--- config.mk ---
export PLATFORM = sky130hd
export DESIGN_NAME = cache_clk_ratio_gen
export DESIGN_NICKNAME = d
export VERILOG_FILES = /design/src/rtl/ccr_pkg.sv /design/src/rtl/ccr_cfg_reg.sv /design/src/rtl/ccr_phase_seq.sv /design/src/rtl/ccr_out_stage.sv /design/src/rtl/cache_clk_ratio_gen.sv
export SDC_FILE = /design/constraint.sdc
export NUM_CORES = 1
export LEC_CHECK = 0
export BUFFER_PORTS_ARGS = -buffer_cell sky130_fd_sc_hd__buf_2
export CAP_MARGIN = 20
export CORE_MARGIN = 4
export CORE_UTILIZATION = 60
export CTS_BUF_LIST = sky130_fd_sc_hd__clkbuf_16
export DETAILED_ROUTE_END_ITERATION = 10
export PLACE_DENSITY = 0.88
export SETUP_SLACK_MARGIN = 0.2
export SYNTH_ARGS = -nofsm -noshare
export SYNTH_HDL_FRONTEND = slang
export SYNTH_SLANG_ARGS = --single-unit
--- constraint.sdc ---
create_clock -name clk_i -period 5.8 [get_ports clk_i]
set_input_delay 1.16 -clock clk_i [delete_from_list [all_inputs] [get_ports clk_i]]
set_output_delay 1.16 -clock clk_i [all_outputs]
set_load 0.01 [all_outputs]
--- src/rtl/ccr_pkg.sv ---
package ccr_pkg;
  localparam int CODE_W  = 4;
  localparam int CNT_W   = 5;
  localparam int MAX_CODE = 9;
  localparam int SPLIT_CODE = 5;

  typedef logic [CODE_W-1:0] code_t;
  typedef logic [CNT_W-1:0]  cnt_t;

  // legality of a setting: table range, shortest ratio needs dual-data mode
  function automatic logic cfg_legal(code_t code, logic dual);
    return (code <= code_t'(MAX_CODE)) && !((code == '0) && !dual);
  endfunction

  // cache period in core half-cycles
  function automatic cnt_t period_len(code_t code);
    if (code <= code_t'(SPLIT_CODE))
      return cnt_t'(code) + cnt_t'(3);
    return (cnt_t'(code) - cnt_t'(1)) << 1;
  endfunction

  // high phase length, odd periods get the extra half-cycle
  function automatic cnt_t high_len(cnt_t len);
    return (len + cnt_t'(1)) >> 1;
  endfunction
endpackage

--- src/rtl/ccr_cfg_reg.sv ---
module ccr_cfg_reg
  import ccr_pkg::*;
#(
  parameter int RESET_CODE = 1
) (
  input  logic  clk_i,
  input  logic  rst_i,
  input  code_t code_i,
  input  logic  dual_i,
  output logic  legal_o,
  output cnt_t  len_o,
  output logic  err_o
);
  code_t code_q;
  logic  dual_q;

  always_ff @(posedge clk_i) begin
    if (rst_i) begin
      code_q <= code_t'(RESET_CODE);
      dual_q <= 1'b0;
    end else begin
      code_q <= code_i;
      dual_q <= dual_i;
    end
  end

  always_comb begin
    legal_o = cfg_legal(code_q, dual_q);
    len_o   = period_len(code_q);
    err_o   = !legal_o;
  end
endmodule

--- src/rtl/ccr_phase_seq.sv ---
module ccr_phase_seq
  import ccr_pkg::*;
(
  input  logic clk_i,
  input  logic rst_i,
  input  logic req_legal_i,
  input  cnt_t req_len_i,
  output logic run_o,
  output cnt_t len_o,
  output cnt_t pos_o,
  output logic lvl_a_o,
  output logic stb_a_o,
  output logic lvl_b_o,
  output logic stb_b_o
);
  logic run_q, run_d;
  cnt_t len_q, len_d, pos_q, pos_d;
  cnt_t pos_b, pos_c, hi;
  logic wrap_b;

  always_comb begin
    hi     = high_len(len_q);
    wrap_b = (pos_q + cnt_t'(1)) == len_q;
    pos_b  = wrap_b ? '0 : pos_q + cnt_t'(1);
    pos_c  = pos_b + cnt_t'(1);
    // first half of the core cycle
    lvl_a_o = run_q && (pos_q < hi);
    stb_a_o = run_q && (pos_q == '0);
    // second half: a boundary here takes the pending setting
    if (!run_q) begin
      lvl_b_o = 1'b0;
      stb_b_o = 1'b0;
    end else if (wrap_b) begin
      lvl_b_o = req_legal_i;
      stb_b_o = req_legal_i;
    end else begin
      lvl_b_o = pos_b < hi;
      stb_b_o = 1'b0;
    end
  end

  always_comb begin
    run_d = run_q;
    len_d = len_q;
    pos_d = pos_q;
    if (!run_q) begin
      if (req_legal_i) begin
        run_d = 1'b1;
        len_d = req_len_i;
        pos_d = '0;
      end
    end else if (wrap_b) begin
      if (req_legal_i) begin
        len_d = req_len_i;
        pos_d = cnt_t'(1);
      end else begin
        run_d = 1'b0;
        pos_d = '0;
      end
    end else if (pos_c == len_q) begin
      pos_d = '0;
      if (req_legal_i) len_d = req_len_i;
      else run_d = 1'b0;
    end else begin
      pos_d = pos_c;
    end
  end

  always_ff @(posedge clk_i) begin
    if (rst_i) begin
      run_q <= 1'b0;
      len_q <= cnt_t'(4);
      pos_q <= '0;
    end else begin
      run_q <= run_d;
      len_q <= len_d;
      pos_q <= pos_d;
    end
  end

  assign run_o = run_q;
  assign len_o = len_q;
  assign pos_o = pos_q;
endmodule

--- src/rtl/ccr_out_stage.sv ---
module ccr_out_stage (
  input  logic clk_i,
  input  logic rst_i,
  input  logic lvl_a_i,
  input  logic stb_a_i,
  input  logic lvl_b_i,
  input  logic stb_b_i,
  output logic lvl_o,
  output logic stb_o
);
  logic lvl_b_q, stb_b_q;

  always_ff @(negedge clk_i) begin
    if (rst_i) begin
      lvl_b_q <= 1'b0;
      stb_b_q <= 1'b0;
    end else begin
      lvl_b_q <= lvl_b_i;
      stb_b_q <= stb_b_i;
    end
  end

  assign lvl_o = clk_i ? lvl_a_i : lvl_b_q;
  assign stb_o = clk_i ? stb_a_i : stb_b_q;
endmodule

--- src/rtl/cache_clk_ratio_gen.sv ---
module cache_clk_ratio_gen
  import ccr_pkg::*;
#(
  parameter int RESET_CODE = 1
) (
  input  logic              clk_i,
  input  logic              rst_i,
  input  logic [CODE_W-1:0] ratio_code_i,
  input  logic              dual_data_i,
  output logic              cache_clk_o,
  output logic              boundary_o,
  output logic              cfg_err_o
);
  logic req_legal_w;
  cnt_t req_len_w;
  logic run_w;
  cnt_t len_w, pos_w;
  logic lvl_a_w, stb_a_w, lvl_b_w, stb_b_w;

  ccr_cfg_reg #(.RESET_CODE(RESET_CODE)) u_cfg (
    .clk_i(clk_i), .rst_i(rst_i), .code_i(ratio_code_i), .dual_i(dual_data_i),
    .legal_o(req_legal_w), .len_o(req_len_w), .err_o(cfg_err_o)
  );

  ccr_phase_seq u_seq (
    .clk_i(clk_i), .rst_i(rst_i), .req_legal_i(req_legal_w), .req_len_i(req_len_w),
    .run_o(run_w), .len_o(len_w), .pos_o(pos_w),
    .lvl_a_o(lvl_a_w), .stb_a_o(stb_a_w), .lvl_b_o(lvl_b_w), .stb_b_o(stb_b_w)
  );

  ccr_out_stage u_out (
    .clk_i(clk_i), .rst_i(rst_i), .lvl_a_i(lvl_a_w), .stb_a_i(stb_a_w),
    .lvl_b_i(lvl_b_w), .stb_b_i(stb_b_w), .lvl_o(cache_clk_o), .stb_o(boundary_o)
  );
endmodule

* Word level (Yosys, flattened, before mapping) *
Cells that the tools add are included.

word-level totals
  register bits after elaboration = 18
  latch bits = 0
  RAM bits = 0
  ROM bits = 0
  logic and storage cells = 53
  memories = 0

operators by class
  add/sub/neg operators = 5
  multiply operators = 0
  divide/modulo/power cells = 0
  $lt $le $gt $ge = 4
  equal/unequal tests = 3
  shift operators = 0
  multiplexer cells = 20
  bitwise gates (word level) = 2
  reduce and logical (&&, ||, !) cells = 12

operator list
  kind                                                             number
  2-to-1 mux 5 bit                                                 11
  adder 5 x 1 -> 5 bit (second input constant)                     3
  == test 5 bit                                                    2
  < comparator 5 x 4 -> 1 bit                                      2
  2-to-1 mux 1 bit                                                 9
  adder 4 x 2 -> 5 bit (second input constant)                     1
  zero test 5 bit                                                  1
  less-or-equal comparator 4 x 3 -> 1 bit (second input constant)  1
  less-or-equal comparator 4 bit (second input constant)           1
  logical AND 1 bit                                                4
  zero test 4 bit                                                  1
  subtractor 4 x 1 -> 4 bit (second input constant)                1
  zero test 1 bit                                                  3
  inequality test 3 bit (second input constant)                    1
  OR reduction 3 bit                                               1
  NOT 1 bit                                                        2
  nonzero test 2 bit                                               1
  OR reduction 2 bit                                               1

* Depth between registers and ports, before layout *
Gate-level depths: netlist (run 1).

  depth in word-level cells = 8
  mapped depth = 14

* By module *
A second synthesis (run 1) with hierarchy kept.

second synthesis, totals
  cells, all modules = 201
  area total of the unflattened synthesis = 1874.3 um^2

by module, submodules not included
  module         times used  cells an instance  area an instance (um^2)
  ccr_phase_seq  1           159                1473.9
  ccr_cfg_reg    1           35                 321.6
  ccr_out_stage  1           7                  78.8

==> out/summary.md, run 1 <==
• finished, final reports clean — run status
• 0.292 ns — worst setup slack after layout
• 35.0% — GRT Total Usage
• 205 — net count of the finished layout
• sky130_fd_sc_hd__dfxtp_1 — Synth Flop Type
• 0 — max-capacitance violation count
• u_seq.pos_o[0]$_SDFFE_PP0P_ — RR Startpoint
• 0.712 ns — Worst-Margin Slew
• 167 — synthesized instance count
• 19 — maximum number of pins on one net before global-route repair
• 0 — Post-CTS Hold Buffers
• 0.50 ns — clk_lat worst skew
• 0 — number of synthesized flops with an enable pin
• 0.232 ns — worst setup slack after placement
• 57.1 um — Die H
• 9 — number of buffers inserted by port buffering
• 0 — initial antenna violation count
• 2 — Hold Crit Depth
• 0.498 mV — largest voltage drop on the vdd net
• 26.0% — signed area change from the synthesized netlist to the final layout
• 1 — count of buffering cells on the critical path with inverters included
• u_out.lvl_b_q$_SDFF_NP0_ — worst reg2reg endpoint
• 214 — Layout Cells excl Fill
• 471 mW/mm^2 — PwrDens
• 0.08 ns — clock slew seen by the registers of the worst setup and hold paths
• reg -> reg — class of the worst hold path
• false — unrepaired setup endpoints after global routing
• 80.9% — final standard cell utilization of the core
• simple AND/OR/NAND/NOR gates — Worst path top cell family by delay
• 17 — Cell Rows
• reg -> reg — WS Path Type
• 0 — remaining global-route overflow
• 6.99 — via count normalized by instance count
• 5 — drt pass-1 iters
• 0.00225 sq mm — Core Box Area
• 0 — post-CTS setup buffers
• 187 — Syn Nets
• 0 — max-slew violations
• 18 — flops & latches, synth
• sky130_fd_sc_hd__ha_1 — library cell appearing most often on the critical path
• u_seq.pos_o[1]$_SDFFE_PP0P_ — WHS Endpoint
• 0 — drc violations
• 1.09 — final weighted congestion of routability-driven global placement
• 0.129 ns — worst clock skew
• 1495 — vias
• flop — type of origin of the critical path
• 8.66 sq um — synthesized area per cell
• 1622 — vias in the first global route
• sky130_fd_sc_hd__dfxtp_1 — most common cell after layout, fill and taps aside
• 9 — critical-path maximum fanout
• 2.99 ns — critical path arrival
• 23.4 um — detail-routed net length per standard cell
• 52.5% — remaining max-slew budget at the tightest pin
• 0.000813 uW — static leakage
• yes — clock tree from TritonCTS
• 196 — Inst Count DP
• 3.28 ns — Crit path required time
• flop — Worst Setup End Kind
• 7.98 mm — first-pass GRT wire length
• 0 — final setup vio count
• 178 — number of design-rule violations left by the first detailed-router iteration
• 24.9% — post-synthesis sequential area ratio
• sky130_fd_sc_hd__dfxtp_1, sky130_fd_sc_hd__nand2_1, sky130_fd_sc_hd__nor2_1, sky130_fd_sc_hd__inv_1, sky130_fd_sc_hd__clkbuf_16 — top library cells by usage in the layout, fill and taps aside
• 51 — number of distinct library cells after synthesis
• 118 — count of fill cells added during filler insertion
• u_seq.pos_o[1]$_SDFFE_PP0P_ — startpoint of the lowest-slack hold path
• 5.01 mm — total detailed-routing wirelength
• 19.4% — share of cells above drive strength 1
• 0.41 ns — crit-path max cell delay
• 0.00326 sq mm — Die Footprint
• 57.1 um — Die X
• 64.2% — initial cell density of the core
• inv_1 > ha_1 > xnor2_1 > and2_1 > and4_1 > nor2b_2 > ha_1 > nor2b_1 > o21ai_0 > a211oi_1 > or3_1 — CP cell instances
• 0 ns — Fin Setup TNS
• 0 — YS warnings
• 0 — antenna diode instance count
• 0 — antenna viol nets, final
• sky130_fd_sc_hd__dfxtp_2 — slowest library cell on the worst path
• 2.43 mm — post-detail-place hpwl
• 0.29 ns — Worst R2R Setup Slack
• 0.00145 sq mm — post-synthesis cell area
• 10 — Top-Level Pins
• 0 — number of hold violations in the final report
• 11 — length in cells of the worst reg-to-reg path
• 0% — async set-reset flop share out of synthesis
registers in the layout (all words and copies together) (netlist names):
| name | count |
|---|---|
| u_seq.len_o | 5 |
| u_seq.pos_o | 5 |
| u_cfg.code_q | 4 |
| u_cfg.dual_q | 1 |
| u_out.lvl_b_q | 1 |
| u_out.stb_b_q | 1 |
| u_seq.run_o | 1 |
what timing repair did:
| item | in CTS | in global routing |
|---|---|---|
| endpoints found under the setup margin | 1 | 1 |
| pin swaps | 0 | 0 |
| resized for setup | 1 | 4 |
how the worst max path moves through the flow:
stage / start / to / depth (start not counted)
detailed placement: u_seq.pos_o[0]$_SDFFE_PP0P_ / u_out.lvl_b_q$_SDFF_NP0_ / 9
finish: u_seq.pos_o[0]$_SDFFE_PP0P_ / u_out.lvl_b_q$_SDFF_NP0_ / 11
floorplan: u_seq.pos_o[0]$_SDFFE_PP0P_ / u_out.lvl_b_q$_SDFF_NP0_ / 10
global placement: u_seq.pos_o[0]$_SDFFE_PP0P_ / u_out.lvl_b_q$_SDFF_NP0_ / 9
CTS: u_seq.pos_o[1]$_SDFFE_PP0P_ / u_out.lvl_b_q$_SDFF_NP0_ / 9
global route: u_seq.pos_o[0]$_SDFFE_PP0P_ / u_out.lvl_b_q$_SDFF_NP0_ / 11
per-layer routing:
metal | up-vias | routed length [um] | track usage, %
met5 | - | 0 | 0
li1 | 625 | - | -
met3 | 42 | 777 | 21.0
met4 | 0 | 320 | 28.5
met1 | 668 | 1730 | 37.4
met2 | 160 | 2180 | 49.1
Yosys cell counts, types with 2 or more instances:
cell	n	share of area, %
sky130_fd_sc_hd__a21boi_0	2	1.0
sky130_fd_sc_hd__a21oi_1	4	1.4
sky130_fd_sc_hd__a311oi_1	2	1.2
sky130_fd_sc_hd__a31oi_1	2	0.86
sky130_fd_sc_hd__buf_2	2	0.69
sky130_fd_sc_hd__buf_6	4	3.1
sky130_fd_sc_hd__clkbuf_1	2	0.52
sky130_fd_sc_hd__dfxtp_1	18	25
sky130_fd_sc_hd__ha_1	13	11
sky130_fd_sc_hd__inv_1	8	2.1
sky130_fd_sc_hd__mux2i_1	5	3.5
sky130_fd_sc_hd__nand2_1	15	3.9
sky130_fd_sc_hd__nand3_1	5	1.7
sky130_fd_sc_hd__nand3b_1	4	2.1
sky130_fd_sc_hd__nor2_1	13	3.4
sky130_fd_sc_hd__nor2b_1	9	3.9
sky130_fd_sc_hd__nor3_1	3	1.0
sky130_fd_sc_hd__nor3b_1	2	1.0
sky130_fd_sc_hd__o21a_1	2	1.0
sky130_fd_sc_hd__o21ai_0	4	1.4
sky130_fd_sc_hd__o22a_1	2	1.2
sky130_fd_sc_hd__o31ai_1	3	1.6
sky130_fd_sc_hd__or2_2	2	0.86
sky130_fd_sc_hd__xnor2_1	8	4.8
sky130_fd_sc_hd__xor2_1	7	4.2
cells by family after synthesis:
kind of cell | synth area share, %
AOI/OAI and AO/OA | 17.7
xor gates and xnor gates | 11.8
adders and majority gates | 11.2
buffers and inverters | 6.92
DFF | 24.9
muxes | 4.50
and+or+nand+nor | 22.9
power by group:
| part | leakage, uW | internal (uW) | total [uW] | switching, uW |
|---|---|---|---|---|
| clock network | 0.000217 | 357 | 494 | 137 |
| registers | 0.000149 | 139 | 166 | 27.0 |
| logic | 0.000447 | 86.7 | 198 | 111 |
area by class of cell:
cell class                 instances  area, sq um  share of cell area [%]
timing repair buffer               8         42.5                    2.33
multi-input combinational        132          998                    54.8
tap                               28         35.0                    1.92
inverter                           7         26.3                    1.44
clock buffer                      15          335                    18.4
sequential                        18          363                    19.9
clock inverter                     6         22.5                    1.24
tightest hold or removal path, cell delays in order (launching register included):
cell	delay, ns
sky130_fd_sc_hd__dfxtp_2	0.37
sky130_fd_sc_hd__nand2_1	0.07
sky130_fd_sc_hd__o21ai_1	0.05
per-stage QoR:
step / hold WS [ns] / cell area, sq um / total power (uW)
final: 0.526 / 1820 / 858
after global routing: 0.560 / 1820 / 889
after CTS: 0.549 / 1810 / 845
after detailed placement: 0.511 / 1460 / 358
after global placement: 0.493 / 1460 / 354
after floorplan: 0.475 / 1450 / 327
Power figures use the tool's default switching activity.
==> inputs of run 2 (changes only) <==
Settings changed: REMOVE_ABC_BUFFERS from default to 1.
==> out/summary.md, run 2 (synthesis gave the netlist of run 1 again) <==
• finished, final reports clean — run status
• 22.2% — combinational fraction of design power
• 4.80 mm — total detailed-routing wirelength
• 0.00100 sq mm — area of combinational cells with multiple inputs
• 893 uW — total power
• 9 — number of buffers inserted by port buffering
• 0 — initial antenna violation count
• sky130_fd_sc_hd__dfxtp_1, sky130_fd_sc_hd__nand2_1, sky130_fd_sc_hd__clkbuf_16 — top library cells by usage in the layout, fill and taps aside
• 0 — remaining global-route overflow
• 0.308 ns — worst setup slack after layout
• clock port — type of origin of the critical path
• 64.2% — initial cell density of the core
• 0 — final setup vio count
• sky130_fd_sc_hd__dfxtp_1 — most common cell after layout, fill and taps aside
• 22.3 um — detail-routed net length per standard cell
• 7.98 mm — first-pass GRT wire length
• 0 — antenna viol nets, final
• 2.40 mm — post-detail-place hpwl
• yes — clock tree from TritonCTS
• 6.82 — via count normalized by instance count
• 135 — number of design-rule violations left by the first detailed-router iteration
• 197 — Inst Count DP
• 280 uW — net switching component of the power
• 19 — maximum number of pins on one net before global-route repair
• 0 — number of hold violations in the final report
• 363 sq um — sequential cell area
• 0 — max-capacitance violation count
• 53.6% — remaining max-slew budget at the tightest pin
• 0.06 ns — clock slew seen by the registers of the worst setup and hold paths
• 0 ns — Fin Setup TNS
• 0.112 ns — worst clock skew
• 1 — post-cts sizing count
• 28.4% — signed area change from the synthesized netlist to the final layout
• 57.1 um — Die H
• 0.00225 sq mm — Core Box Area
• 4.33 ns — critical path arrival
• 206 — net count of the finished layout
• 18.5% — power share of the sequential group
• 82.4% — final standard cell utilization of the core
• 31.4% — switching share of total power
• 0.697 ns — Worst-Margin Slew
• 0 — max-slew violations
• 0.384 mV — largest voltage drop on the vdd net
• 0.48 ns — clk_lat worst skew
• 20.9% — share of cells above drive strength 1
• 10 — Top-Level Pins
• 107 — count of fill cells added during filler insertion
• 0 — Post-CTS Hold Buffers
• 0 — drc violations
• reg -> reg — class of the worst hold path
• 59.3% — clock share of power
• 0.000826 uW — static leakage
• 0 — post-CTS setup buffers
• 17 — Cell Rows
• 215 — Layout Cells excl Fill
• 2 — critical-path maximum fanout
• false — unrepaired setup endpoints after global routing
• 4.64 ns — Crit path required time
• 0 — antenna diode instance count
• clk -> out — WS Path Type
• 0.976 — final weighted congestion of routability-driven global placement
• 57.1 um — Die X
• 0.00326 sq mm — Die Footprint
• primary output — Worst Setup End Kind
• 35.0% — GRT Total Usage
• 481 mW/mm^2 — PwrDens
• 613 uW — P_int
• 0.258 ns — worst setup slack after placement
• 1466 — vias
• 1530 — vias in the first global route
• 5 — drt pass-1 iters
==> run 2: path summary, 6_finish.rpt <==
path              slack, ns  cells past startpoint                        start                     endpoint
setup reg to reg       0.33                     10  u_seq.pos_o[0]$_SDFFE_PP0P_     u_out.lvl_b_q$_SDFF_NP0_
hold reg to reg        0.53                      2  u_seq.len_o[4]$_SDFFE_PP0P_  u_seq.len_o[4]$_SDFFE_PP0P_
hold / removal         0.53                      2  u_seq.len_o[4]$_SDFFE_PP0P_  u_seq.len_o[4]$_SDFFE_PP0P_
setup / recovery       0.31                     11                        clk_i                  cache_clk_o
==> run 2: per-layer routing <==
| metal | GRT usage [%] | share of wire [%] | vias to the layer above |
|---|---|---|---|
| li1 | - | - | 629 |
| met1 | 39.0 | 36 | 680 |
| met2 | 47.3 | 44 | 115 |
| met3 | 17.0 | 12 | 42 |
| met4 | 33.8 | 7.3 | 0 |
| met5 | 0 | 0 | - |
==> run 2: critical path, cell delays in order <==
cell                        delay (ns)
sky130_fd_sc_hd__clkbuf_16        0.12
sky130_fd_sc_hd__clkbuf_16        0.13
sky130_fd_sc_hd__clkbuf_16        0.13
sky130_fd_sc_hd__clkbuf_16        0.14
sky130_fd_sc_hd__clkbuf_16        0.14
sky130_fd_sc_hd__nand2_1          0.09
sky130_fd_sc_hd__clkbuf_16        0.15
sky130_fd_sc_hd__clkbuf_16        0.11
sky130_fd_sc_hd__nor3_1           0.03
sky130_fd_sc_hd__a22o_1           0.23
sky130_fd_sc_hd__buf_2            0.14
==> run 2: power groups by stage <==
stage / Combinational, uW / Sequential (uW) / Clock [uW]
2_1_floorplan: 133 / 157 / 21.3
3_3_place_gp: 165 / 164 / 27.7
3_5_place_dp: 170 / 164 / 27.7
4_1_cts: 190 / 163 / 528
5_1_grt: 216 / 166 / 542
6_report: 198 / 165 / 529
==> run 2: through the flow <==
| step | area (sq um) | hold WS, ns |
|---|---|---|
| finish | 1860 | 0.535 |
| detailed placement | 1470 | 0.501 |
| global route | 1860 | 0.558 |
| global placement | 1470 | 0.496 |
| floorplan | 1380 | 0.475 |
| CTS | 1840 | 0.526 |
==> run 2: cell type report <==
type                       count  share of cell area [%]
multi-input combinational    132                    54.0
timing repair buffer           9                    2.70
clock buffer                  16                    19.4
tap                           28                    1.89
inverter                       7                    1.42
clock inverter                 5                    1.01
sequential                    18                    19.5
==> inputs of run 3 (changes only) <==
Settings changed: CELL_PAD_IN_SITES_DETAIL_PLACEMENT from default to 1, CELL_PAD_IN_SITES_GLOBAL_PLACEMENT from default to 2, CORE_UTILIZATION 60 to 40, PLACE_DENSITY 0.88 to 0.93, RECOVER_POWER from default to 25.
==> out/summary.md, run 3 (synthesis gave the netlist of run 1 again) <==
• finished, final reports clean — run status
• 10 — Top-Level Pins
• false — unrepaired setup endpoints after global routing
• 582 uW — P_int
• 44.9% — remaining max-slew budget at the tightest pin
• 0 — Post-CTS Hold Buffers
• 1575 — vias in the first global route
• sky130_fd_sc_hd__dfxtp_1, sky130_fd_sc_hd__nand2_1, sky130_fd_sc_hd__nor2_1, sky130_fd_sc_hd__inv_1, sky130_fd_sc_hd__clkbuf_16 — top library cells by usage in the layout, fill and taps aside
• 1313 — vias
• 2.78 mm — post-detail-place hpwl
• 4 — drt pass-1 iters
• 30.1% — switching share of total power
• 22.8% — combinational fraction of design power
• 0.00342 sq mm — Core Box Area
• 21 — Cell Rows
• 22.5% — GRT Total Usage
• 9 — length in cells of the worst reg-to-reg path
• 0.000814 uW — static leakage
• 0 — max-slew violations
• 0.826 ns — Worst-Margin Slew
• 42.3% — initial cell density of the core
• 0 — post-cts sizing count
• 19.4% — power share of the sequential group
• 27.8% — signed area change from the synthesized netlist to the final layout
• 0 — remaining global-route overflow
• 0 — post-CTS setup buffers
• 5.64 — via count normalized by instance count
• 19 — maximum number of pins on one net before global-route repair
• 206 — net count of the finished layout
• 7.36 mm — first-pass GRT wire length
• 57.8% — clock share of power
• 0 — antenna diode instance count
• 4.33 ns — critical path arrival
• 0 — initial antenna violation count
• 0.117 ns — worst clock skew
• primary output — Worst Setup End Kind
• 0.48 ns — clk_lat worst skew
• 18.2% — share of cells above drive strength 1
• 0 ns — Fin Setup TNS
• 0.396 mV — largest voltage drop on the vdd net
• 0.05 ns — clock slew seen by the registers of the worst setup and hold paths
• 0 — drc violations
• 2 — Hold Crit Depth
• 2 — critical-path maximum fanout
• clk -> out — WS Path Type
• 68.1 um — Die X
• 108 — number of design-rule violations left by the first detailed-router iteration
• 0.00464 sq mm — Die Footprint
• 251 uW — net switching component of the power
• 0 — max-capacitance violation count
• 833 uW — total power
• 4.64 ns — Crit path required time
• clock port — type of origin of the critical path
• 4.53 mm — total detailed-routing wirelength
• yes — clock tree from TritonCTS
• 0 — number of hold violations in the final report
• 0 — antenna viol nets, final
• 393 — count of fill cells added during filler insertion
• 68.1 um — Die H
• 19.5 um — detail-routed net length per standard cell
• 451 mW/mm^2 — PwrDens
• reg -> reg — class of the worst hold path
• 9 — number of buffers inserted by port buffering
• sky130_fd_sc_hd__dfxtp_1 — most common cell after layout, fill and taps aside
• 0.903 — final weighted congestion of routability-driven global placement
• 0 — final setup vio count
==> run 3: worst paths after layout <==
| check | from | end | slack, ns |
|---|---|---|---|
| worst max-delay path | clk_i | cache_clk_o | 0.31 |
| worst min-delay path | u_seq.len_o[0]$_SDFFE_PP0P_ | u_seq.len_o[0]$_SDFFE_PP0P_ | 0.57 |
| worst max register to register | u_seq.pos_o[1]$_SDFFE_PP0P_ | u_out.lvl_b_q$_SDFF_NP0_ | 0.35 |
| worst min register to register | u_seq.len_o[0]$_SDFFE_PP0P_ | u_seq.len_o[0]$_SDFFE_PP0P_ | 0.57 |
==> run 3: through the flow <==
stage / std cells / utilization (%) / hold WS [ns] / area, sq um / setup WS, ns
floorplan: 158 / - / 0.475 / 1380 / 0.507
global placement: 215 / 43.7 / 0.499 / 1490 / 0.325
detailed placement: 215 / 43.7 / 0.512 / 1490 / 0.177
CTS: 233 / 53.8 / 0.564 / 1840 / 0.261
global route: 233 / 54.1 / 0.582 / 1850 / 0.146
finish: 233 / 54.1 / 0.569 / 1850 / 0.309
==> run 3: layout make-up <==
class | count | area, sq um | share of cell area [%]
clock buffer | 15 | 335 | 18.1
clock inverter | 6 | 22.5 | 1.22
inverter | 7 | 26.3 | 1.42
multi-input combinational | 132 | 996 | 53.9
sequential | 18 | 362 | 19.6
tap | 46 | 57.6 | 3.11
timing repair buffer | 9 | 48.8 | 2.64
==> run 3: power groups by stage <==
| stage | clock, uW | sequential [uW] | combinational, uW |
|---|---|---|---|
| after detailed placement | 27.7 | 162 | 179 |
| final | 482 | 162 | 190 |
| after floorplan | 21.3 | 157 | 133 |
| after CTS | 490 | 161 | 188 |
| after global placement | 27.7 | 162 | 174 |
| after global routing | 503 | 164 | 212 |
==> run 3: critical path, cell delays in order <==
cell and delay, ns:
sky130_fd_sc_hd__clkbuf_16 0.12, sky130_fd_sc_hd__clkbuf_16 0.13, sky130_fd_sc_hd__clkbuf_16 0.13, sky130_fd_sc_hd__clkbuf_16 0.14, sky130_fd_sc_hd__clkbuf_16 0.13, sky130_fd_sc_hd__nand2_1 0.10, sky130_fd_sc_hd__clkbuf_16 0.15, sky130_fd_sc_hd__clkbuf_16 0.11
sky130_fd_sc_hd__nor3_1 0.04, sky130_fd_sc_hd__a22o_1 0.23, sky130_fd_sc_hd__buf_2 0.14
==> run 3: per-layer routing <==
| metal | wire (um) | vias up | GRT usage (%) | part of all wire [%] |
|---|---|---|---|---|
| li1 | - | 628 | - | - |
| met1 | 1970 | 624 | 24.3 | 43 |
| met2 | 2240 | 46 | 35.5 | 49 |
| met3 | 207 | 15 | 8.87 | 4.6 |
| met4 | 117 | 0 | 16.1 | 2.6 |
| met5 | 0 | - | 0 | 0 |
